==> src/rtl/pwr_seq_pkg.sv <==
package pwr_seq_pkg;
  localparam int unsigned NUM_CH = 2;

  // Counter width needed to hold values 0..limit.
  function automatic int unsigned cnt_bits(input int unsigned limit);
    return (limit < 1) ? 1 : $clog2(limit + 1);
  endfunction
endpackage

==> src/rtl/pwr_seq_sync.sv <==
module pwr_seq_sync #(
  parameter int unsigned W = 1
) (
  input  logic         clk,
  input  logic         rst_n,
  input  logic [W-1:0] d_i,
  output logic [W-1:0] q_o
);
  logic [W-1:0] stg1_q;
  logic [W-1:0] stg2_q;

  always_ff @(posedge clk or negedge rst_n) begin
    if (!rst_n) begin
      stg1_q <= '0;
      stg2_q <= '0;
    end else begin
      stg1_q <= d_i;
      stg2_q <= stg1_q;
    end
  end

  assign q_o = stg2_q;
endmodule

==> src/rtl/pwr_seq_tick.sv <==
module pwr_seq_tick import pwr_seq_pkg::*; #(
  parameter int unsigned DIV = 250
) (
  input  logic clk,
  input  logic rst_n,
  output logic tick_o
);
  localparam int unsigned LAST = DIV - 1;
  localparam int unsigned CW   = cnt_bits(LAST);
  localparam logic [CW-1:0] LAST_V = CW'(LAST);

  logic [CW-1:0] div_q;
  logic [CW-1:0] div_nx;
  logic          wrap;

  assign wrap = (div_q == LAST_V);

  always_comb begin
    div_nx = wrap ? '0 : div_q + 1'b1;
  end

  always_ff @(posedge clk or negedge rst_n) begin
    if (!rst_n) div_q <= '0;
    else        div_q <= div_nx;
  end

  assign tick_o = wrap;
endmodule

==> src/rtl/pwr_seq_hold.sv <==
// Qualification timer: done once cond_i has stayed high for LIMIT ticks.
module pwr_seq_hold import pwr_seq_pkg::*; #(
  parameter int unsigned LIMIT = 50
) (
  input  logic clk,
  input  logic rst_n,
  input  logic tick_i,
  input  logic cond_i,
  output logic done_o
);
  localparam int unsigned CW = cnt_bits(LIMIT);
  localparam logic [CW-1:0] LIM_V = CW'(LIMIT);

  logic [CW-1:0] cnt_q;
  logic [CW-1:0] cnt_nx;
  logic          full;

  assign full = (cnt_q == LIM_V);

  always_comb begin
    cnt_nx = cnt_q;
    if (!cond_i)              cnt_nx = '0;
    else if (tick_i && !full) cnt_nx = cnt_q + 1'b1;
  end

  always_ff @(posedge clk or negedge rst_n) begin
    if (!rst_n) cnt_q <= '0;
    else        cnt_q <= cnt_nx;
  end

  assign done_o = cond_i && full;
endmodule

==> src/rtl/pwr_seq_oring.sv <==
// ORing enable: compares sums against doubled thresholds so the mean
// keeps its half-bit of precision.
module pwr_seq_oring #(
  parameter int unsigned SW = 12
) (
  input  logic          clk,
  input  logic          rst_n,
  input  logic [SW-1:0] sense_a_i,
  input  logic [SW-1:0] sense_b_i,
  input  logic [SW-1:0] thr_i,
  output logic          or_en_o
);
  logic [SW:0] sum;
  logic [SW:0] on_lvl;
  logic [SW:0] off_lvl;
  logic        en_q;
  logic        en_nx;

  assign sum     = {1'b0, sense_a_i} + {1'b0, sense_b_i};
  assign on_lvl  = {thr_i, 1'b0};
  assign off_lvl = {1'b0, thr_i};

  always_comb begin
    en_nx = en_q;
    if (!en_q && (sum > on_lvl))      en_nx = 1'b1;
    else if (en_q && (sum < off_lvl)) en_nx = 1'b0;
  end

  always_ff @(posedge clk or negedge rst_n) begin
    if (!rst_n) en_q <= 1'b0;
    else        en_q <= en_nx;
  end

  assign or_en_o = en_q;
endmodule

==> src/rtl/pwr_seq_ctl.sv <==
module pwr_seq_ctl import pwr_seq_pkg::*; #(
  parameter int unsigned CLK_PER_US = 250,
  parameter int unsigned SHDN_US    = 50,
  parameter int unsigned RECOV_US   = 1000000,
  parameter int unsigned ONDLY_US   = 2000,
  parameter int unsigned SENSE_W    = 12
) (
  input  logic               clk,
  input  logic               rst_n,
  input  logic               en_x_i,
  input  logic               en_y_i,
  input  logic               en_z_i,
  input  logic               sup_ok_i,
  input  logic               foff_i,
  input  logic [NUM_CH-1:0]  on_req_i,
  input  logic [SENSE_W-1:0] sense_a_i,
  input  logic [SENSE_W-1:0] sense_b_i,
  input  logic [SENSE_W-1:0] or_thr_i,
  output logic               sys_gate_o,
  output logic               shdn_o,
  output logic [NUM_CH-1:0]  ch_en_o,
  output logic               or_en_o
);
  localparam int unsigned SYW   = NUM_CH + 5;
  localparam int unsigned I_FOF = NUM_CH;
  localparam int unsigned I_SUP = NUM_CH + 1;
  localparam int unsigned I_Z   = NUM_CH + 2;
  localparam int unsigned I_Y   = NUM_CH + 3;
  localparam int unsigned I_X   = NUM_CH + 4;

  // Reset: asserted at once, released on the clock.
  logic [1:0] rst_pipe_q;
  logic       rst_int_n;

  always_ff @(posedge clk or negedge rst_n) begin
    if (!rst_n) rst_pipe_q <= 2'b00;
    else        rst_pipe_q <= {rst_pipe_q[0], 1'b1};
  end
  assign rst_int_n = rst_pipe_q[1];

  // Input synchronization
  logic [SYW-1:0] raw_in;
  logic [SYW-1:0] syn;

  assign raw_in = {en_x_i, en_y_i, en_z_i, sup_ok_i, foff_i, on_req_i};

  pwr_seq_sync #(.W(SYW)) u_sync (
    .clk   (clk),
    .rst_n (rst_int_n),
    .d_i   (raw_in),
    .q_o   (syn)
  );

  logic en_comb;
  logic sup_s;
  logic foff_s;

  assign en_comb = (syn[I_X] | syn[I_Y]) & syn[I_Z];
  assign sup_s   = syn[I_SUP];
  assign foff_s  = syn[I_FOF];

  // Microsecond tick
  logic tick;

  pwr_seq_tick #(.DIV(CLK_PER_US)) u_tick (
    .clk    (clk),
    .rst_n  (rst_int_n),
    .tick_o (tick)
  );

  // Shutdown qualification
  logic shdn_done;

  pwr_seq_hold #(.LIMIT(SHDN_US)) u_shdn (
    .clk    (clk),
    .rst_n  (rst_int_n),
    .tick_i (tick),
    .cond_i (!en_comb),
    .done_o (shdn_done)
  );

  // Fast-off recovery
  logic rec_done;
  logic armed_q;
  logic armed_nx;
  logic foff_hold;

  pwr_seq_hold #(.LIMIT(RECOV_US)) u_recov (
    .clk    (clk),
    .rst_n  (rst_int_n),
    .tick_i (tick),
    .cond_i (!foff_s),
    .done_o (rec_done)
  );

  assign foff_hold = armed_q & ~rec_done;

  always_comb begin
    armed_nx = armed_q;
    if (foff_s)        armed_nx = 1'b1;
    else if (rec_done) armed_nx = 1'b0;
  end

  // Per-channel startup delay
  logic [NUM_CH-1:0] ch_ready;

  for (genvar gi = 0; gi < NUM_CH; gi++) begin : g_ch
    pwr_seq_hold #(.LIMIT(ONDLY_US)) u_ondly (
      .clk    (clk),
      .rst_n  (rst_int_n),
      .tick_i (tick),
      .cond_i (syn[gi] & sup_s),
      .done_o (ch_ready[gi])
    );
  end

  // Output registers
  logic              gate_q, gate_nx;
  logic              shdn_q, shdn_nx;
  logic [NUM_CH-1:0] chen_q, chen_nx;

  always_comb begin
    gate_nx = en_comb & sup_s;
    shdn_nx = shdn_done;
    chen_nx = ch_ready & {NUM_CH{~foff_s & ~foff_hold}};
  end

  always_ff @(posedge clk or negedge rst_int_n) begin
    if (!rst_int_n) begin
      gate_q  <= 1'b0;
      shdn_q  <= 1'b0;
      chen_q  <= '0;
      armed_q <= 1'b0;
    end else begin
      gate_q  <= gate_nx;
      shdn_q  <= shdn_nx;
      chen_q  <= chen_nx;
      armed_q <= armed_nx;
    end
  end

  pwr_seq_oring #(.SW(SENSE_W)) u_oring (
    .clk       (clk),
    .rst_n     (rst_int_n),
    .sense_a_i (sense_a_i),
    .sense_b_i (sense_b_i),
    .thr_i     (or_thr_i),
    .or_en_o   (or_en_o)
  );

  assign sys_gate_o = gate_q;
  assign shdn_o     = shdn_q;
  assign ch_en_o    = chen_q;
endmodule

==> config.mk <==
export PLATFORM = sky130hd
export DESIGN_NAME = pwr_seq_ctl
export DESIGN_NICKNAME = d
export VERILOG_FILES = /design/src/rtl/pwr_seq_pkg.sv /design/src/rtl/pwr_seq_sync.sv /design/src/rtl/pwr_seq_tick.sv /design/src/rtl/pwr_seq_hold.sv /design/src/rtl/pwr_seq_oring.sv /design/src/rtl/pwr_seq_ctl.sv
export SDC_FILE = /design/constraint.sdc
export NUM_CORES = 1
export LEC_CHECK = 0
export ABC_AREA = 0
export BUFFER_PORTS_ARGS = -buffer_cell sky130_fd_sc_hd__buf_2
export CELL_PAD_IN_SITES_DETAIL_PLACEMENT = 1
export CELL_PAD_IN_SITES_GLOBAL_PLACEMENT = 2
export CORE_ASPECT_RATIO = 0.75
export CORE_MARGIN = 2
export CORE_UTILIZATION = 25
export CTS_CLUSTER_DIAMETER = 40
export CTS_CLUSTER_SIZE = 12
export DETAILED_ROUTE_END_ITERATION = 8
export PLACE_DENSITY = 0.6
export SLEW_MARGIN = 5
export SYNTH_ARGS = -nofsm -noshare
export SYNTH_HDL_FRONTEND = slang
export SYNTH_SLANG_ARGS = --single-unit
==> constraint.sdc <==
create_clock -name clk -period 3.8 [get_ports clk]
set_input_delay 0.95 -clock clk [delete_from_list [all_inputs] [get_ports clk]]
set_output_delay 0.95 -clock clk [all_outputs]
set_load 0.05 [all_outputs]
==> results of run 1 <==
through the flow:
| stage | power (mW) | hold WS [ns] | area (µm²) | setup TNS [ns] | worst slack (ns) |
|---|---|---|---|---|---|
| floorplan | 1.11 | 0.331 | 4770 | 0 | 0.426 |
| global placement | 1.22 | 0.331 | 5300 | 0 | 0.0502 |
| detailed placement | 1.22 | 0.336 | 5300 | -0.115 | -0.115 |
| CTS | 2.05 | 0.344 | 5570 | 0 | 0.241 |
| global route | 2.14 | 0.353 | 5570 | 0 | 0.00615 |
| finish | 2.01 | 0.342 | 5570 | 0 | 0.230 |
Yosys cell counts (all sizes together), types with 8 or more instances:
| library cell | number | area share |
|---|---|---|
| a21oi | 34 | 0.038 |
| and3 | 11 | 0.014 |
| clkbuf | 8 | 0.0063 |
| dfrtp | 78 | 0.41 |
| ha | 45 | 0.12 |
| inv | 30 | 0.024 |
| nand2 | 29 | 0.023 |
| nand3 | 18 | 0.021 |
| nand4 | 16 | 0.021 |
| nor2 | 54 | 0.046 |
| nor3 | 9 | 0.012 |
| o21ai | 22 | 0.023 |
| or3 | 10 | 0.014 |
| xnor2 | 20 | 0.037 |
| xor2 | 15 | 0.028 |
area by class of cell:
class,count,share of cell area
clock buffer,10,0.0411
inverter,30,0.0202
sequential,78,0.351
multi-input combinational,378,0.476
clock inverter,6,0.00831
timing repair buffer,52,0.0480
tap,247,0.0554
power breakdown:
group / internal [mW] / switching [mW]
Sequential: 0.845 / 0.0315
Clock: 0.447 / 0.359
Combinational: 0.139 / 0.189
worst min-delay path by stage:
stage | startpoint | end | slack (ns) | cells after the start
finish | u_sync.stg1_q[3] | u_sync.q_o[3] | 0.34 | 0
global route | u_sync.stg1_q[3] | u_sync.q_o[3] | 0.35 | 0
CTS | u_sync.stg1_q[3] | u_sync.q_o[3] | 0.34 | 0
detailed placement | u_sync.stg1_q[3] | u_sync.q_o[3] | 0.34 | 0
global placement | u_sync.stg1_q[0] | u_sync.q_o[0] | 0.33 | 0
floorplan | rst_pipe_q[0] | rst_pipe_q[1] | 0.33 | 0
layer usage:
metal	wire [µm]	part of all wire	vias up
li1	-	-	1892
met1	6020	0.52	1897
met2	5180	0.45	28
met3	262	0.023	7
met4	70	0.0061	0
met5	0	0	-
cell families (layout without fill, tap and decap cells):
family / Yosys count / count (layout) / synth area share
AO/OA/AOI/OAI: 101 / 101 / 0.138
XOR/XNOR: 35 / 35 / 0.0642
adder cells (fa/ha/maj): 46 / 46 / 0.122
buffers and inverters: 43 / 98 / 0.0351
flip-flops: 78 / 78 / 0.409
multiplexers: 4 / 4 / 0.00917
other: 1 / 1 / 0.000786
AND/OR/NAND/NOR: 191 / 191 / 0.221
sequential cells by signal (all words and copies together), names as in the netlist:
register,flops
g_ch.u_ondly.cnt_q,22
u_recov.cnt_q,20
u_tick.div_q,8
u_sync.q_o,7
u_sync.stg1_q,7
u_shdn.cnt_q,6
ch_en_o,2
rst_pipe_q,2
armed_q,1
shdn_o,1
sys_gate_o,1
u_oring.or_en_o,1
==> results.yml, run 1 <==
outcome:
  status: "complete, no violations"
critical_path:
  path_buf_inv: 1
  path_depth: 12
  worst_path_max_delay_cell: "o311ai_0"
  worstSetupEndpointType: "flop"
  cp_max_fo: 4
  crit_arrival_ns: 3.78
  crit_family: "compound AO/OA/AOI/OAI gates"
  startpoint: "sense_a_i[1]"
  required_ns: 4.01
  crit_top_cell: "ha_1"
  worst-r2r-cell-count: 8
  setup.worst_path.class: "primary input to flop"
  cp_cell_sequence: "buf_2 -> ha_1 -> a211oi_1 -> nor2_1 -> o41a_1 -> o311ai_0 -> ha_1 -> nand3_1 -> o21ba_2 -> a21oi_1 -> a211o_1 -> a2bb2oi_1"
  worstSetupEndpoint: "u_oring.or_en_o"
  r2r_setup_slack_ns: 1.41
  critPathMaxStageDelay_ns: 0.57
  start_kind: "primary input"
  rr_startpoint: "u_tick.div_q[1]"
  rr_endpoint: "g_ch[0].u_ondly.cnt_q[10]"
finish:
  fillers: 2196
  final_common_cell: "dfrtp_1"
  post-route-util: 0.299
  drive_gt1_frac: 0.155
  stdcell_count: 801
  multi_input_area_mm2: 0.00265
  syn2layout_area_growth_pct: 16.8
  layout.nets: 640
  diodes: 0
  seq_area_mm2: 0.00196
  final_cell_mix: "77 x dfrtp_1, 53 x nor2_1, 49 x buf_2"
sta:
  period_share: 0.939
  setup_violations: 0
  slew-limit-headroom: 0.324
  finalClockSkew_ns: 0.00958
  maxSlewViolCount: 0
  worst_pin_slew_ns: 1.01
  rsz0062_at_grt: "false"
  max_freq_mhz: 280
  finalHoldViolations: 0
  min_period_ns: 3.57
clock_tree:
  cts_made_buffers: 9
  clock_sinks: 78
  cts_buffer_depth: 2
  clk_latency_ns: 0.34
  cts_htree_levels: 3
  hold_buffers: 0
  cts_tree: "done"
  cts_root_buf: "clkbuf_16"
  cts_setup_buffers: 0
  cts_resized: 0
  clk_pin_slew_ns: 0.07
drt:
  first_pass_iters: 6
  drtIter0Drc: 120
  drt-wirelength-per-cell_um: 14.4
  drtAntennaViolNets: 0
  drcViolationCount: 0
  wl_mm: 11.5
  via_per_inst: 4.77
  via_count: 3824
global_routing:
  use_met3: 0.0240
  top_usage_layer: "met2"
  antenna_found_initial: 0
  grt_usage: 0.122
  grt-ovfl-total: 0
  first_global_vias: 3936
  grt_max_degree: 77
  use_met2: 0.188
  grt_pass1_wl_mm: 19.7
  use_met1: 0.175
floorplan:
  die_area_mm2: 0.0202
  die_w_um: 164
  die_h_um: 124
  core_area_mm2: 0.0186
  num_io_pins: 50
  floorplan.initialDensity: 0.256
  std_cell_rows: 43
synthesis:
  syn_avg_cell_area_um2: 9.57
  synth_edf_count: 0
  synth_fp_nets: 590
  synthesis.instances: 499
  async_reset_ff_frac: 1.00
  ys_seq_area_frac: 0.409
  synth_area_mm2: 0.00477
  synth_cell_type_count: 62
  synth_warnings: 0
  synth_flop_cell: "dfrtp_1"
  ys_ff_latch: 78
place:
  place_congestion: 0.798
  placed_cells_incl_taps: 785
  port_buffers: 49
  dp_hpwl_mm: 8.52
hold_path:
  hold_class: "flop to flop"
power:
  ir_drop_mv: 0.197
  leakage_nw: 2.51
  power_density_mw_per_mm2: 361
job:
  drv_cap: 0
Note: power is estimated with default switching activity, not from simulation.
==> inputs of run 2 (changes only) <==
--- a/config.mk
+++ b/config.mk
@@ -15,7 +15,7 @@
 export CTS_CLUSTER_DIAMETER = 40
 export CTS_CLUSTER_SIZE = 12
 export DETAILED_ROUTE_END_ITERATION = 8
-export PLACE_DENSITY = 0.6
+export PLACE_DENSITY = 0.54
 export SLEW_MARGIN = 5
 export SYNTH_ARGS = -nofsm -noshare
 export SYNTH_HDL_FRONTEND = slang
==> run 2 against run 1 <==
Flip-flop and latch count did not move. Combinational power rose by 3%. Critical path type unchanged. Clock skew increased by 0.0045 ns. Die area stayed put.
==> results.yml, run 2 (synthesis results as in run 1) <==
outcome:
  status: "complete, no violations"
finish:
  final_cell_mix: "77 x dfrtp_1, 53 x nor2_1, 49 x buf_2"
  layout.nets: 642
  diodes: 0
  final_common_cell: "dfrtp_1"
  finalInstanceArea_mm2: 0.00562
  drive_gt1_frac: 0.158
  syn2layout_area_growth_pct: 17.8
  regMostFlops: "g_ch.u_ondly.cnt_q"
  largest_register_ffs: 22
  top_regs: "g_ch.u_ondly.cnt_q x22, u_recov.cnt_q x20, u_tick.div_q x8"
global_routing:
  grt_pass1_wl_mm: 20.0
  grt_usage: 0.125
  grt_max_degree: 52
  antenna_found_initial: 0
  grt-ovfl-total: 0
  first_global_vias: 3921
critical_path:
  start_kind: "primary input"
  critPathMaxStageDelay_ns: 0.48
  crit_family: "compound AO/OA/AOI/OAI gates"
  setup.worst_path.class: "primary input to flop"
  path_buf_inv: 2
  crit_arrival_ns: 3.76
  rr_startpoint: "u_tick.div_q[1]"
  rr_endpoint: "g_ch[0].u_ondly.cnt_q[8]"
  worst_path_max_delay_cell: "o31ai_1"
  cp_cell_sequence: "buf_2 -> ha_1 -> inv_1 -> fa_1 -> nor2b_1 -> o31ai_1 -> nand2_1 -> a31oi_1 -> xnor2_1 -> ha_1 -> a21o_1 -> a21oi_1 -> a21oi_1 -> a211o_1 -> a2bb2oi_1"
  required_ns: 4.02
  worstSetupEndpointType: "flop"
  r2r_setup_slack_ns: 1.44
  cp_max_fo: 3
  worst-r2r-cell-count: 8
place:
  place_congestion: 0.732
  placed_area_mm2: 0.00531
  port_buffers: 49
  dp_hpwl_mm: 8.75
  pre_cts_slack_ns: -0.0767
drt:
  drtAntennaViolNets: 0
  wl_mm: 11.8
  wl_met3_um: 292
  drcViolationCount: 0
  first_pass_iters: 4
  via_per_inst: 4.73
  top_layer: "met4"
  drtIter0Drc: 126
  met1_length_mm: 6.55
  via_count: 3802
  wl_met2_mm: 4.84
  drt-wirelength-per-cell_um: 14.7
floorplan:
  std_cell_rows: 43
  die_area_mm2: 0.0202
  num_io_pins: 50
  core_area_mm2: 0.0186
  floorplan.initialDensity: 0.256
  die_w_um: 164
  die_h_um: 124
hold_path:
  hold_class: "flop to flop"
  hold-path-endpoint: "u_sync.q_o[3]"
  min_from: "u_sync.stg1_q[3]"
  hold_path_depth: 0
power:
  power_mw: 2.10
  p_comb_frac: 0.161
  leakage_nw: 2.54
  power_frac_seq: 0.416
  p_sw_frac: 0.269
  ir_drop_mv: 0.220
  power_density_mw_per_mm2: 373
  p_clk_frac: 0.423
  p_sw_mw: 0.563
  p_int_mw: 1.53
sta:
  maxSlewViolCount: 0
  max_freq_mhz: 282
  hold_slack_ns: 0.348
  setup_slack_ns: 0.258
  finalClockSkew_ns: 0.0141
  worst_pin_slew_ns: 0.923
  finalHoldViolations: 0
  period_share: 0.932
  slew-limit-headroom: 0.385
  min_period_ns: 3.54
  rsz0062_at_grt: "false"
  setup_violations: 0
clock_tree:
  cts_htree_levels: 3
  clock_sinks: 78
  cts_tree: "done"
  cts_root_buf: "clkbuf_16"
  cts_buffer_depth: 2
  clk_latency_ns: 0.34
  clk_pin_slew_ns: 0.06
  cts_made_buffers: 9
job:
  drv_cap: 0
run 2: cell types whose count changed in the layout (fill, tap and decap cells not counted), moves of 2 or more:
cell	change
buf_4	+2
clkbuf_8	+2
clkinvlp_4	-2
inv_6	-2
run 2: how the worst max path moves through the flow:
stage / from / endpoint / slack [ns] / depth (start not counted)
after floorplan: sense_a_i[1] / u_oring.or_en_o / 0.43 / 11
after global placement: sense_a_i[0] / u_oring.or_en_o / -0.03 / 15
after detailed placement: sense_a_i[0] / u_oring.or_en_o / -0.08 / 16
after CTS: sense_a_i[0] / u_oring.or_en_o / 0.28 / 16
after global routing: sense_a_i[0] / u_oring.or_en_o / 0.03 / 16
final: sense_a_i[0] / u_oring.or_en_o / 0.26 / 15
run 2: worst reg2reg max path: cells and delay by family, from the launching register on:
family	cells	cell delay, ns
adders and majority gates	1	0.20
DFF	1	0.39
AOI/OAI and AO/OA	2	0.33
buffers and inverters	2	0.42
and+or+nand+nor	3	0.95
run 2: timing repair:
action,CTS,global route
hold endpoints to repair,0,0
hold buffers,0,0
buffers inserted,0,1
gates resized for setup,0,2
setup endpoints to repair,0,1
run 2: metrics by stage:
stage                      util  cells  TNS, ns
after detailed placement  0.285    786  -0.0767
after global routing      0.302    803        0
after global placement    0.285    786  -0.0309
final                     0.302    803        0
after CTS                 0.301    802        0
after floorplan               -    499        0
run 2: power groups by stage:
stage,combinational (mW),clock [mW],sequential (mW)
after CTS,0.339,0.925,0.874
after global routing,0.386,0.958,0.876
after floorplan,0.210,0,0.899
after global placement,0.334,0,0.889
final,0.338,0.888,0.872
after detailed placement,0.337,0,0.889
run 2: cell type report:
cell class	instances	area [µm²]
fill	2165	13000
multi-input combinational	378	2660
sequential	78	1960
tap	247	309
timing repair buffer	54	283
clock buffer	13	260
inverter	30	113
clock inverter	3	43.8
run 2: per-layer routing:
metal  track usage  vias to the layer above
met2         0.184                       30
met3        0.0256                        9
met5             0                        -
li1              -                     1897
met1         0.186                     1866
met4        0.0345                        0
==> inputs of run 3 (changes only) <==
--- a/config.mk
+++ b/config.mk
@@ -15,6 +15,7 @@
 export CTS_CLUSTER_DIAMETER = 40
 export CTS_CLUSTER_SIZE = 12
 export DETAILED_ROUTE_END_ITERATION = 8
+export MAX_ROUTING_LAYER = met4
 export PLACE_DENSITY = 0.54
 export SLEW_MARGIN = 5
 export SYNTH_ARGS = -nofsm -noshare
==> run 3 against run 2 <==
Sequential share of layout area is the same. Power is essentially flat. Highest routed layer unchanged. Non-clock buffer count unchanged. Critical endpoint unchanged. Routed wire length increased by 0.32%. Cell count did not move. Maximum frequency shrank 0.11%. Count of clock-buffer cells in the layout is the same. Die area unchanged. Critical path depth unchanged. Design area did not move. Clock skew hardly changed.
==> results.yml, run 3 (synthesis results as in run 1) <==
power:
  p_int_mw: 1.53
  leakage_nw: 2.54
  p_clk_frac: 0.423
  p_sw_frac: 0.268
  power_density_mw_per_mm2: 373
  p_comb_frac: 0.161
  power_frac_seq: 0.416
  ir_drop_mv: 0.220
  p_sw_mw: 0.562
critical_path:
  rr_endpoint: "g_ch[0].u_ondly.cnt_q[8]"
  worstSetupEndpoint: "u_oring.or_en_o"
  crit_arrival_ns: 3.77
  start_kind: "primary input"
  setup.worst_path.class: "primary input to flop"
  r2r_setup_slack_ns: 1.44
  cp_max_fo: 3
  rr_startpoint: "u_tick.div_q[1]"
  required_ns: 4.02
  worstSetupEndpointType: "flop"
  worst-r2r-cell-count: 8
  startpoint: "sense_a_i[0]"
global_routing:
  grt-ovfl-total: 0
  grt_max_degree: 52
  first_global_vias: 3903
  antenna_found_initial: 0
  grt_pass1_wl_mm: 20.0
  grt_usage: 0.129
finish:
  fillers: 2165
  top_regs: "g_ch.u_ondly.cnt_q x22, u_recov.cnt_q x20, u_tick.div_q x8"
  finalInstanceArea_mm2: 0.00562
  drive_gt1_frac: 0.158
  diodes: 0
  final_common_cell: "dfrtp_1"
  final_cell_mix: "77 x dfrtp_1, 53 x nor2_1, 49 x buf_2"
  layout.nets: 642
  regMostFlops: "g_ch.u_ondly.cnt_q"
  largest_register_ffs: 22
  syn2layout_area_growth_pct: 17.8
place:
  placed_area_mm2: 0.00531
  place_congestion: 0.741
  dp_hpwl_mm: 8.75
  port_buffers: 49
hold_path:
  hold_path_depth: 0
  hold_class: "flop to flop"
drt:
  wl_mm: 11.8
  drcViolationCount: 0
  via_per_inst: 4.73
  drt-wirelength-per-cell_um: 14.7
  via_count: 3796
  drtAntennaViolNets: 0
  drtIter0Drc: 111
  first_pass_iters: 4
clock_tree:
  clk_latency_ns: 0.34
  cts_root_buf: "clkbuf_16"
  cts_tree: "done"
  clock_sinks: 78
  cts_htree_levels: 3
  cts_buffer_depth: 2
  cts_made_buffers: 9
  clk_pin_slew_ns: 0.06
outcome:
  status: "complete, no violations"
floorplan:
  die_area_mm2: 0.0202
  floorplan.initialDensity: 0.256
  num_io_pins: 50
  std_cell_rows: 43
  die_h_um: 124
  die_w_um: 164
  core_area_mm2: 0.0186
job:
  drv_cap: 0
sta:
  finalClockSkew_ns: 0.0138
  finalHoldViolations: 0
  max_freq_mhz: 282
  worst_pin_slew_ns: 0.895
  maxSlewViolCount: 0
  slew-limit-headroom: 0.404
  fin_setup_tns_ns: 0
  period_share: 0.933
  setup_violations: 0
  rsz0062_at_grt: "false"
  min_period_ns: 3.55
run 3: critical path, cell delays in order:
cell,delay (ns)
buf_2,0.10
ha_1,0.22
inv_1,0.08
fa_1,0.21
nor2b_1,0.08
o31ai_1,0.48
nand2_1,0.15
a31oi_1,0.24
xnor2_1,0.18
ha_1,0.28
a21o_1,0.18
a21oi_1,0.16
a21oi_1,0.09
a211o_1,0.22
a2bb2oi_1,0.14
run 3: layout make-up:
type                    instances  area [µm²]  share of cell area
clock buffers                  13         260              0.0463
clock inverters                 3        43.8             0.00779
inverters                      30         113              0.0200
multi-input cells             378        2660               0.473
flip-flops and latches         78        1960               0.348
well taps                     247         309              0.0549
repair buffers                 54         283              0.0503
run 3: power by group through the flow:
stage | clock (mW) | sequential [mW] | combinational [mW]
final | 0.886 | 0.871 | 0.338
after global routing | 0.959 | 0.876 | 0.386
after CTS | 0.925 | 0.874 | 0.339
after detailed placement | 0 | 0.889 | 0.337
after global placement | 0 | 0.889 | 0.334
after floorplan | 0 | 0.899 | 0.210
run 3: timing repair:
action,4_1_cts,5_1_grt
hold buffers,0,0
setup endpoints to repair,0,1
buffers inserted,0,1
resized for setup,0,2
run 3: worst min-delay path by stage:
stage / from / to / slack (ns)
floorplan: rst_pipe_q[0] / rst_pipe_q[1] / 0.33
global placement: u_sync.stg1_q[1] / u_sync.q_o[1] / 0.33
detailed placement: u_sync.stg1_q[3] / u_sync.q_o[3] / 0.34
CTS: u_sync.stg1_q[1] / u_sync.q_o[1] / 0.35
global route: rst_n / rst_pipe_q[1] / 0.36
finish: u_sync.stg1_q[3] / u_sync.q_o[3] / 0.35
run 3: metal layers:
metal	wire length, µm	share of wire	track usage
met1	6510	0.55	0.187
met2	4870	0.41	0.184
met3	344	0.029	0.0256
met4	122	0.010	0.0345
met5	0	0	-
run 3: metrics by stage:
stage                     setup slack, ns  std cells  hold slack (ns)  total power [mW]  utilization
final                               0.253        803            0.348              2.10        0.302
after global routing               0.0307        803            0.357              2.22        0.302
after CTS                           0.276        802            0.349              2.14        0.301
after detailed placement          -0.0767        786            0.338              1.23        0.285
after global placement            -0.0309        786            0.333              1.22        0.285
after floorplan                     0.426        499            0.331              1.11            -
